### src/rtl/tmr_pkg.sv
package tmr_pkg;

    localparam int CNT_W  = 16;
    localparam int NSRC   = 8;
    localparam int SRC_W  = $clog2(NSRC);
    localparam int CFG_W  = 6;

    typedef enum logic [1:0] {
        M_RELOAD = 2'd0,
        M_CMP    = 2'd1,
        M_PWM    = 2'd2,
        M_CAP    = 2'd3
    } tmr_mode_e;

    typedef enum logic [1:0] {
        F_CFG  = 2'd0,
        F_RLD  = 2'd1,
        F_CMP  = 2'd2,
        F_NONE = 2'd3
    } tmr_field_e;

    typedef struct packed {
        logic             edge_fall;
        logic [SRC_W-1:0] cks;
        tmr_mode_e        mode;
    } tmr_cfg_t;

    function automatic tmr_cfg_t cfg_from_word(input logic [CNT_W-1:0] w);
        return tmr_cfg_t'(w[CFG_W-1:0]);
    endfunction

    function automatic logic irq_on_wrap(input tmr_mode_e m);
        return (m == M_RELOAD) || (m == M_PWM);
    endfunction

endpackage

### src/rtl/tmr_sync.sv
module tmr_sync #(
    parameter int W = 1
) (
    input  logic         clk,
    input  logic         rst,
    input  logic [W-1:0] din,
    output logic [W-1:0] lvl,
    output logic [W-1:0] lvl_d
);
    logic [W-1:0] s1;

    always_ff @(posedge clk) begin
        if (rst) begin
            s1    <= '0;
            lvl   <= '0;
            lvl_d <= '0;
        end else begin
            s1    <= din;
            lvl   <= s1;
            lvl_d <= lvl;
        end
    end
endmodule

### src/rtl/tmr_chan.sv
module tmr_chan
    import tmr_pkg::*;
(
    input  logic             clk,
    input  logic             rst,
    input  logic             wr_en,
    input  tmr_field_e       wr_sel,
    input  logic [CNT_W-1:0] wr_data,
    input  logic             start,
    input  logic             stop,
    input  logic [NSRC-1:0]  ce_vec,
    input  logic             cap_rise,
    input  logic             cap_fall,
    output logic [CNT_W-1:0] cnt_o,
    output logic [CNT_W-1:0] cap_o,
    output logic             out_o,
    output logic             irq_o,
    output logic             run_o
);
    tmr_cfg_t         cfg;
    logic [CNT_W-1:0] cnt, rld_sh, cmp_sh, cmp_act, cap_q;
    logic             run, tog, irq_q;

    logic tick, wrap, at_cmp, cap_hit;

    always_comb begin
        tick    = run && ce_vec[cfg.cks];
        wrap    = (cnt == {CNT_W{1'b1}});
        at_cmp  = (cnt == cmp_act);
        cap_hit = (cfg.mode == M_CAP) && (cfg.edge_fall ? cap_fall : cap_rise);
    end

    always_ff @(posedge clk) begin
        if (rst) begin
            cfg     <= '0;
            cnt     <= '0;
            rld_sh  <= '0;
            cmp_sh  <= '0;
            cmp_act <= '0;
            cap_q   <= '0;
            run     <= 1'b0;
            tog     <= 1'b0;
            irq_q   <= 1'b0;
        end else begin
            irq_q <= 1'b0;
            if (wr_en) begin
                case (wr_sel)
                    F_CFG:   cfg    <= cfg_from_word(wr_data);
                    F_RLD:   rld_sh <= wr_data;
                    F_CMP:   cmp_sh <= wr_data;
                    default: ;
                endcase
            end
            if (stop) begin
                run <= 1'b0;
            end else if (start) begin
                run     <= 1'b1;
                cnt     <= rld_sh;
                cmp_act <= cmp_sh;
                tog     <= 1'b0;
            end else if (run) begin
                if (tick) begin
                    if (wrap) begin
                        cnt     <= rld_sh;
                        cmp_act <= cmp_sh;
                        if (irq_on_wrap(cfg.mode)) irq_q <= 1'b1;
                    end else begin
                        cnt <= cnt + 1'b1;
                    end
                    if ((cfg.mode == M_CMP) && at_cmp) begin
                        tog   <= ~tog;
                        irq_q <= 1'b1;
                    end
                end
                if (cap_hit) begin
                    cap_q <= cnt;
                    irq_q <= 1'b1;
                end
            end
        end
    end

    always_comb begin
        case (cfg.mode)
            M_PWM:   out_o = run && (cnt < cmp_act);
            M_CMP:   out_o = run && tog;
            default: out_o = 1'b0;
        endcase
    end

    assign cnt_o = cnt;
    assign cap_o = cap_q;
    assign irq_o = irq_q;
    assign run_o = run;
endmodule

### src/rtl/tmr_group.sv
module tmr_group
    import tmr_pkg::*;
#(
    parameter int NCH  = 6,
    parameter int NEXT = 2,
    parameter int CW   = CNT_W,
    localparam int CHW = $clog2(NCH),
    localparam int NPRE = NSRC - 1
) (
    input  logic            clk,
    input  logic            rst,
    input  logic            wr_en,
    input  logic [CHW-1:0]  wr_ch,
    input  logic [1:0]      wr_sel,
    input  logic [CW-1:0]   wr_data,
    input  logic [NCH-1:0]  grp_start,
    input  logic [NCH-1:0]  grp_stop,
    input  logic [NPRE-1:0] pre_ce,
    input  logic [NEXT-1:0] ext_clk,
    input  logic [NCH-1:0]  cap_in,
    input  logic [CHW-1:0]  rd_ch,
    output logic [CW-1:0]   rd_cnt,
    output logic [CW-1:0]   rd_cap,
    output logic [NCH-1:0]  tmr_out,
    output logic [NCH-1:0]  irq,
    output logic [NCH-1:0]  run_o
);
    logic [NCH-1:0]           cap_lvl, cap_lvl_d, cap_rise, cap_fall;
    logic [NEXT-1:0]          ext_lvl, ext_lvl_d, ext_rise;
    logic [NCH-1:0][CW-1:0]   cnt_all;
    logic [NCH-1:0][CW-1:0]   cap_all;
    tmr_field_e               field;

    assign field = tmr_field_e'(wr_sel);

    tmr_sync #(.W(NCH)) u_cap_sync (
        .clk(clk), .rst(rst), .din(cap_in), .lvl(cap_lvl), .lvl_d(cap_lvl_d)
    );
    tmr_sync #(.W(NEXT)) u_ext_sync (
        .clk(clk), .rst(rst), .din(ext_clk), .lvl(ext_lvl), .lvl_d(ext_lvl_d)
    );

    assign cap_rise = cap_lvl & ~cap_lvl_d;
    assign cap_fall = ~cap_lvl & cap_lvl_d;
    assign ext_rise = ext_lvl & ~ext_lvl_d;

    for (genvar i = 0; i < NCH; i++) begin : g_ch
        logic [NSRC-1:0] ce_vec;
        if (i < NEXT) begin : g_ext
            assign ce_vec = {ext_rise[i], pre_ce};
        end else begin : g_noext
            assign ce_vec = {1'b0, pre_ce};
        end

        tmr_chan u_chan (
            .clk      (clk),
            .rst      (rst),
            .wr_en    (wr_en && (wr_ch == CHW'(i))),
            .wr_sel   (field),
            .wr_data  (wr_data),
            .start    (grp_start[i]),
            .stop     (grp_stop[i]),
            .ce_vec   (ce_vec),
            .cap_rise (cap_rise[i]),
            .cap_fall (cap_fall[i]),
            .cnt_o    (cnt_all[i]),
            .cap_o    (cap_all[i]),
            .out_o    (tmr_out[i]),
            .irq_o    (irq[i]),
            .run_o    (run_o[i])
        );
    end

    always_comb begin
        rd_cnt = '0;
        rd_cap = '0;
        for (int i = 0; i < NCH; i++) begin
            if (rd_ch == CHW'(i)) begin
                rd_cnt = cnt_all[i];
                rd_cap = cap_all[i];
            end
        end
    end
endmodule

### config.mk
export PLATFORM = sky130hd
export DESIGN_NAME = tmr_group
export DESIGN_NICKNAME = d
export VERILOG_FILES = /design/src/rtl/tmr_pkg.sv /design/src/rtl/tmr_sync.sv /design/src/rtl/tmr_chan.sv /design/src/rtl/tmr_group.sv
export SDC_FILE = /design/constraint.sdc
export NUM_CORES = 1
export LEC_CHECK = 0
export BUFFER_PORTS_ARGS = -buffer_cell sky130_fd_sc_hd__buf_2
export CORE_AREA = 2 2 312 375
export CTS_BUF_LIST = sky130_fd_sc_hd__clkbuf_8 sky130_fd_sc_hd__clkbuf_16
export DETAILED_ROUTE_END_ITERATION = 8
export DIE_AREA = 0 0 314 377
export GPL_ROUTABILITY_DRIVEN = 1
export PLACE_DENSITY_LB_ADDON = 0.15
export SLEW_MARGIN = 0
export SYNTH_ARGS = -nofsm -noshare
export SYNTH_HDL_FRONTEND = slang
export SYNTH_HIERARCHICAL = 1
export SYNTH_SLANG_ARGS = --single-unit
export TNS_END_PERCENT = 30
### constraint.sdc
create_clock -name clk -period 1.7 [get_ports clk]
set_input_delay 0.34 -clock clk [delete_from_list [all_inputs] [get_ports clk]]
set_output_delay 0.34 -clock clk [all_outputs]
set_load 0.01 [all_outputs]
## After elaboration in Yosys (flattened, before gate mapping)

Index checks and enable logic that the tools add are counted.

| storage, ports and cells | value |
|---|---|
| register bits after elaboration | 558 |
| output and inout bits | 50 |
| word-level logic and storage cells | 429 |

| cells by class | value |
|---|---|
| magnitude comparators | 12 |
| bitwise gates (word level) | 30 |
| eq/ne operators | 42 |
| muxes and demuxes | 138 |
| $add $sub $neg | 6 |
| reduce and logical (&&, ||, !) cells | 129 |

Operator list:

| cell | count |
|---|---|
| 16-bit 2-to-1 mux | 60 |
| 16-bit by 1-bit adder with 16-bit output, second input constant | 6 |
| 16-bit equality test | 6 |
| 16-bit equality test, second input constant | 6 |
| 16-bit < comparator | 6 |
| 4-bit AND reduction | 18 |
| 1-bit 2-to-1 mux | 66 |
| 2-bit nonzero test | 24 |
| 1-bit logical AND | 36 |
| 2-bit AND reduction | 18 |
| 2-bit equality test, second input constant | 13 |
| 3-bit by 4-bit < comparator with 1-bit output, second input constant | 6 |
| 1-bit NOT | 24 |
| 4-bit OR reduction | 6 |
| 1-bit binary-select mux with 3-bit select | 6 |
| 3-bit AND reduction | 6 |
| 2-bit by 1-bit equality test with 1-bit output, second input constant | 7 |
| 2-bit logical NOT | 7 |
| 6-bit AND | 2 |
| 3-bit by 2-bit equality test with 1-bit output, second input constant | 4 |
| 3-bit equality test, second input constant | 4 |
| 6-bit NOT | 2 |
| 1-bit one-hot mux with 2 select lines | 6 |
| 2-bit OR reduction | 6 |
| other kinds (5) | 12 |

## Depth between registers and ports, before layout

| depth | value |
|---|---|
| depth in word-level cells | 8 |
| mapped depth | 9 |
| depth with buffers taken out | 8 |

## Cells and area by module

Netlist, hierarchy kept.

By module, submodules not included:

| module | cells each | area each (µm²) | instances |
|---|---|---|---|
| tmr_chan | 525 | 4,295.4 | 6 |
| tmr_group | 222 | 2,055.7 | 1 |
| tmr_sync at u_cap_sync | 37 | 489.2 | 1 |
| tmr_sync at u_ext_sync | 12 | 157.7 | 1 |

## Worst setup path before layout

OpenSTA, ideal clock, no wires.

| path | value |
|---|---|
| path type | reg-to-output |
| start point | register g_ch[0].u_chan.cnt[14] |
| end point | output tmr_out[0] |
| path slack | -0.197 ns |
| arrival time | 1.557 ns |
| stages on the path, launching flop included | 6 |
| required time | 1.360 ns |
| path through | dfxtp_1 ha_1 a21o_1 a2111oi_0 nand3_1 o22ai_1 |

| between the ends | value |
|---|---|
| longest elaborated chain between the ends | 3 |

Ends and longest elaborated chain:

| item | RTL line | RTL |
|---|---|---|
| from (decl) | tmr_chan.sv:21 | `logic [CNT_W-1:0] cnt, rld_sh, cmp_sh, cmp_act, cap_q;` |
| from (signal assigned) | tmr_chan.sv:58 | `cnt <= rld_sh;` |
| from (signal assigned) | tmr_chan.sv:64 | `cnt <= rld_sh;` |
| from (signal assigned) | tmr_chan.sv:68 | `cnt <= cnt + 1'b1;` |
| 16-bit < comparator | tmr_chan.sv:85 | `M_PWM: out_o = run && (cnt < cmp_act);` |
| 1-bit logical AND | tmr_chan.sv:85 |  |
| 1-bit one-hot mux with 2 select lines | tmr_chan.sv:84 | `case (cfg.mode)` |
| to (decl) | tmr_group.sv:24 | `output logic [NCH-1:0] tmr_out,` |

Every way passes these cells.

## Final worst setup path

| path | value |
|---|---|
| start point | register g_ch[1].u_chan.cmp_act[14] |
| end point | output tmr_out[1] |

| between the ends | value |
|---|---|
| longest elaborated chain between the ends | 3 |

Ends and longest elaborated chain:

| item | RTL line | RTL |
|---|---|---|
| from (decl) | tmr_chan.sv:21 |  |
| from (signal assigned) | tmr_chan.sv:59 | `cmp_act <= cmp_sh;` |
| from (signal assigned) | tmr_chan.sv:65 | `cmp_act <= cmp_sh;` |
| 16-bit < comparator | tmr_chan.sv:85 |  |
| 1-bit logical AND | tmr_chan.sv:85 |  |
| 1-bit one-hot mux with 2 select lines | tmr_chan.sv:84 |  |

Every way passes these cells.

==> run_results.csv <==
group,metric,value,unit
status,status,"complete, but fails checks",
status,violations,"negative setup slack",
final_layout,instances_no_fill,5576,
sta,worstMarginPinSlew,0.540,ns
sta,period_share,1.55,
drt,drt_iter0_markers,1585,
sta,hold_viol_final,0,
power,power.leakage,15.9,nW
final_layout,final_util,0.356,
worst_setup_path,criticalPathCategory,"flop to output pin",
sta,maxSlewHeadroom,0.640,
clock_tree,clockBufferDepth,3,
floorplan,initial_core_util,0.249,
sta,setup_viol,258,
logic_synthesis,syn_area_per_cell,8.32,µm²
floorplan,die_area,118000,µm²
floorplan,die_x,314,µm
logic_synthesis,synth-main-ff-cell,"dfxtp_1",
floorplan,core-area,115000,µm²
drt,highest_layer,"met5",
power,ir_worst_vdd,0.000577,V
grt,overflow,0,
clock_tree,cts-root-buf,"clkbuf_16",
logic_synthesis,syn_inst,3421,
worst_setup_path,crit_fanout,2,
worst_setup_path,end_kind,"output pin",
sta,fmax,379,MHz
hold_path,hp-class,"input pin to flop",
grt,grt_pass1_vias,25926,
drt,routed_wl,118000,µm
sta,hold_ws,0.0477,ns
drt,ant_nets,0,
clock_tree,cts.sinks,558,
sta,rsz0062_at_grt,"true",
drt,dr_wl_met2,57700,µm
logic_synthesis,yosys_register_bits,558,
power,powerDensity,777,nW/µm²
logic_synthesis,yosys.cell_types.count,59,
placement,hpwl,80700,µm
clock_tree,clkTransAtPathRegs,0.06,ns
drt,m1WireLength,53400,µm
worst_setup_path,cp-start-kind,"flop",
floorplan,die_h,377,µm
clock_tree,cts_inserted_buffers,68,
drt,wl_met3,4160,µm
drt,post_drt_wl_per_cell,21.2,µm
grt,grt_start_max_net_pins,71,
sta,setup_tns,-61.99,ns
placement,dpl.cell_count,5368,
logic_synthesis,yosysSeqAreaShare,0.392,
floorplan,num_rows,136,
worst_setup_path,cp.required,1.36,ns
drt,vias,26620,
logic_synthesis,synthArstFlopShare,0,
grt,grt_pass1_wl,171000,µm
sta,skew,0.0315,ns
sta,fin_ws,-0.938,ns
clock_tree,cts_tree,"built",
logic_synthesis,synth-warning-count,6,
sta,drv_slew,0,
worst_setup_path,arrival,2.30,ns
clock_tree,clock_latency,0.63,ns
floorplan,io-pin-count,104,
final_layout,syn_to_final_growth,43.4,%
drt,drt-pass1-iter-count,5,
final_layout,final_nets,4186,
placement,finalWeightedCongestion,0.864,
flow_run,maxCapViolations,0,
grt,grt_use_total,0.193,
drt,via_per_inst,4.77,
drt,drc,0,
logic_synthesis,synth_area,28500,µm²
final_layout,drive_above_1_share,0.352,
sta,post-route-min-period,2.64,ns
logic_synthesis,synth_edf_count,0,
placement,port_buffers,103,
grt,antenna_found_initial,6,
clock_tree,htreeDepth,3,
## through the flow
stage	cell area, µm²	total power [W]	setup WS [ns]
2_1_floorplan	28900	0.0149	-0.101
3_3_place_gp	35200	0.0167	-0.652
3_5_place_dp	35200	0.0167	-0.625
4_1_cts	39000	0.0319	-1.04
5_1_grt	40800	0.0328	-1.05
6_report	40800	0.0317	-0.938
## worst max-delay path, stage by stage (launching register included)
cell and delay, ns:
dfxtp_1 0.33, inv_1 0.06, ha_4 0.22, a21o_1 0.21
a2111oi_4 0.36, nand3_2 0.14, o22ai_4 0.23, buf_6 0.13
## synthesized netlist by cell type (8+ instances only)
master / n / share of area
and2_1: 66 / 0.015
o22ai_1: 38 / 0.0083
a22oi_1: 12 / 0.0032
and3b_1: 12 / 0.0037
inv_1: 115 / 0.015
o21ai_1: 30 / 0.0053
and2b_1: 19 / 0.0050
buf_2: 59 / 0.010
dfxtp_1: 558 / 0.39
clkbuf_1: 123 / 0.016
mux2i_1: 138 / 0.049
a21oi_2: 60 / 0.018
nor3b_1: 13 / 0.0034
nor2_1: 236 / 0.031
and4_1: 12 / 0.0037
o21a_1: 12 / 0.0032
nand2_1: 601 / 0.079
a21oi_1: 360 / 0.063
nand2b_1: 8 / 0.0018
a31oi_1: 18 / 0.0040
o32ai_2: 30 / 0.017
o32ai_1: 8 / 0.0025
nand3_1: 66 / 0.012
a21o_1: 24 / 0.0063
or4_1: 12 / 0.0032
and3_1: 24 / 0.0053
buf_6: 21 / 0.0083
mux2_2: 38 / 0.015
o31ai_1: 12 / 0.0032
a221oi_2: 27 / 0.014
nor2b_1: 79 / 0.017
nor4_1: 24 / 0.0053
a211oi_1: 12 / 0.0032
ha_1: 126 / 0.055
o21ai_0: 164 / 0.029
nand2_2: 66 / 0.015
nand3b_1: 12 / 0.0032
nand4_1: 30 / 0.0066
nor3_1: 62 / 0.011
## final timing paths
path	from	endpoint	slack [ns]	cells after the start
worst max register to register	g_ch[1].u_chan/cnt_o[1]	g_ch[1].u_chan/cnt_o[1]	-0.39	10
worst min register to register	u_cap_sync/s1[4]	u_cap_sync/lvl[4]	0.43	1
worst max-delay path	g_ch[1].u_chan/cmp_act[14]	tmr_out[1]	-0.94	7
worst min-delay path	grp_start[2]	g_ch[2].u_chan/run_o	0.05	3
## layout make-up
class	count	area [µm²]
well taps	1518	1900
inverters	117	443
flip-flops and latches	558	11400
fillers	11789	73700
clock inverters	34	279
diodes	3	7.51
multi-input cells	2529	17800
repair buffers	732	7040
clock buffers	85	1960
## sequential cells by signal (all words and copies together) (netlist names)
name / flops
g_ch.u_chan/cap_o: 96
g_ch.u_chan/cmp_act: 96
g_ch.u_chan/cmp_sh: 96
g_ch.u_chan/cnt_o: 96
g_ch.u_chan/rld_sh: 96
g_ch.u_chan/cfg: 36
g_ch.u_chan/irq_o: 6
g_ch.u_chan/run_o: 6
g_ch.u_chan/tog: 6
u_cap_sync/lvl: 6
u_cap_sync/lvl_d: 6
u_cap_sync/s1: 6
u_ext_sync/lvl: 2
u_ext_sync/lvl_d: 2
u_ext_sync/s1: 2
## logic make-up (layout without fill, tap and decap cells)
group	Yosys count	count (layout)	synth area share
muxes	182	182	0.0667
DFF	558	558	0.392
other	1	7	0.000132
AOI/OAI and AO/OA	860	860	0.202
and+or+nand+nor	1357	1357	0.228
buffers and inverters	337	968	0.0556
adders and majority gates	126	126	0.0554
## per-layer routing
layer,global-route usage,vias to the layer above
met1,0.251,12921
met3,0.0227,139
li1,-,13075
met5,0,-
met4,0.0539,8
met2,0.334,477
## layout by cell type, fill, tap and decap left out, types with 19 or more instances in the layout
cell type	n
ha_4	38
a221oi_2	21
a21oi_2	75
nor2b_1	75
mux2i_1	130
dfxtp_2	104
clkbuf_16	81
buf_4	432
o21ai_1	61
dfxtp_1	423
a21oi_1	345
buf_2	87
and2_1	55
inv_1	114
nand2_1	592
mux2_4	38
dfxtp_4	31
nor2_1	236
o22ai_1	23
nand4_1	30
nand2_2	73
o21ai_0	119
buf_6	85
a21o_1	24
nand3_1	47
and2b_1	19
buf_12	89
nor3_1	60
ha_1	87
o32ai_4	27
## repair_timing
item | in CTS | in global routing
resized for setup | 292 | 288
gates cloned | 1 | 13
hold endpoints to repair | 14 | 0
pin swaps | 67 | 91
hold buffers | 15 | 0
setup buffers | 23 | 55
setup endpoints to repair | 253 | 284
## power by group
group	total [W]	internal, W	switching, W
Sequential	0.0132	0.0131	0.0000792
Clock	0.0148	0.00873	0.00611
Combinational	0.00364	0.00156	0.00208
Total	0.0317	0.0234	0.00827
No activity file was read; power rests on OpenSTA's default activity.
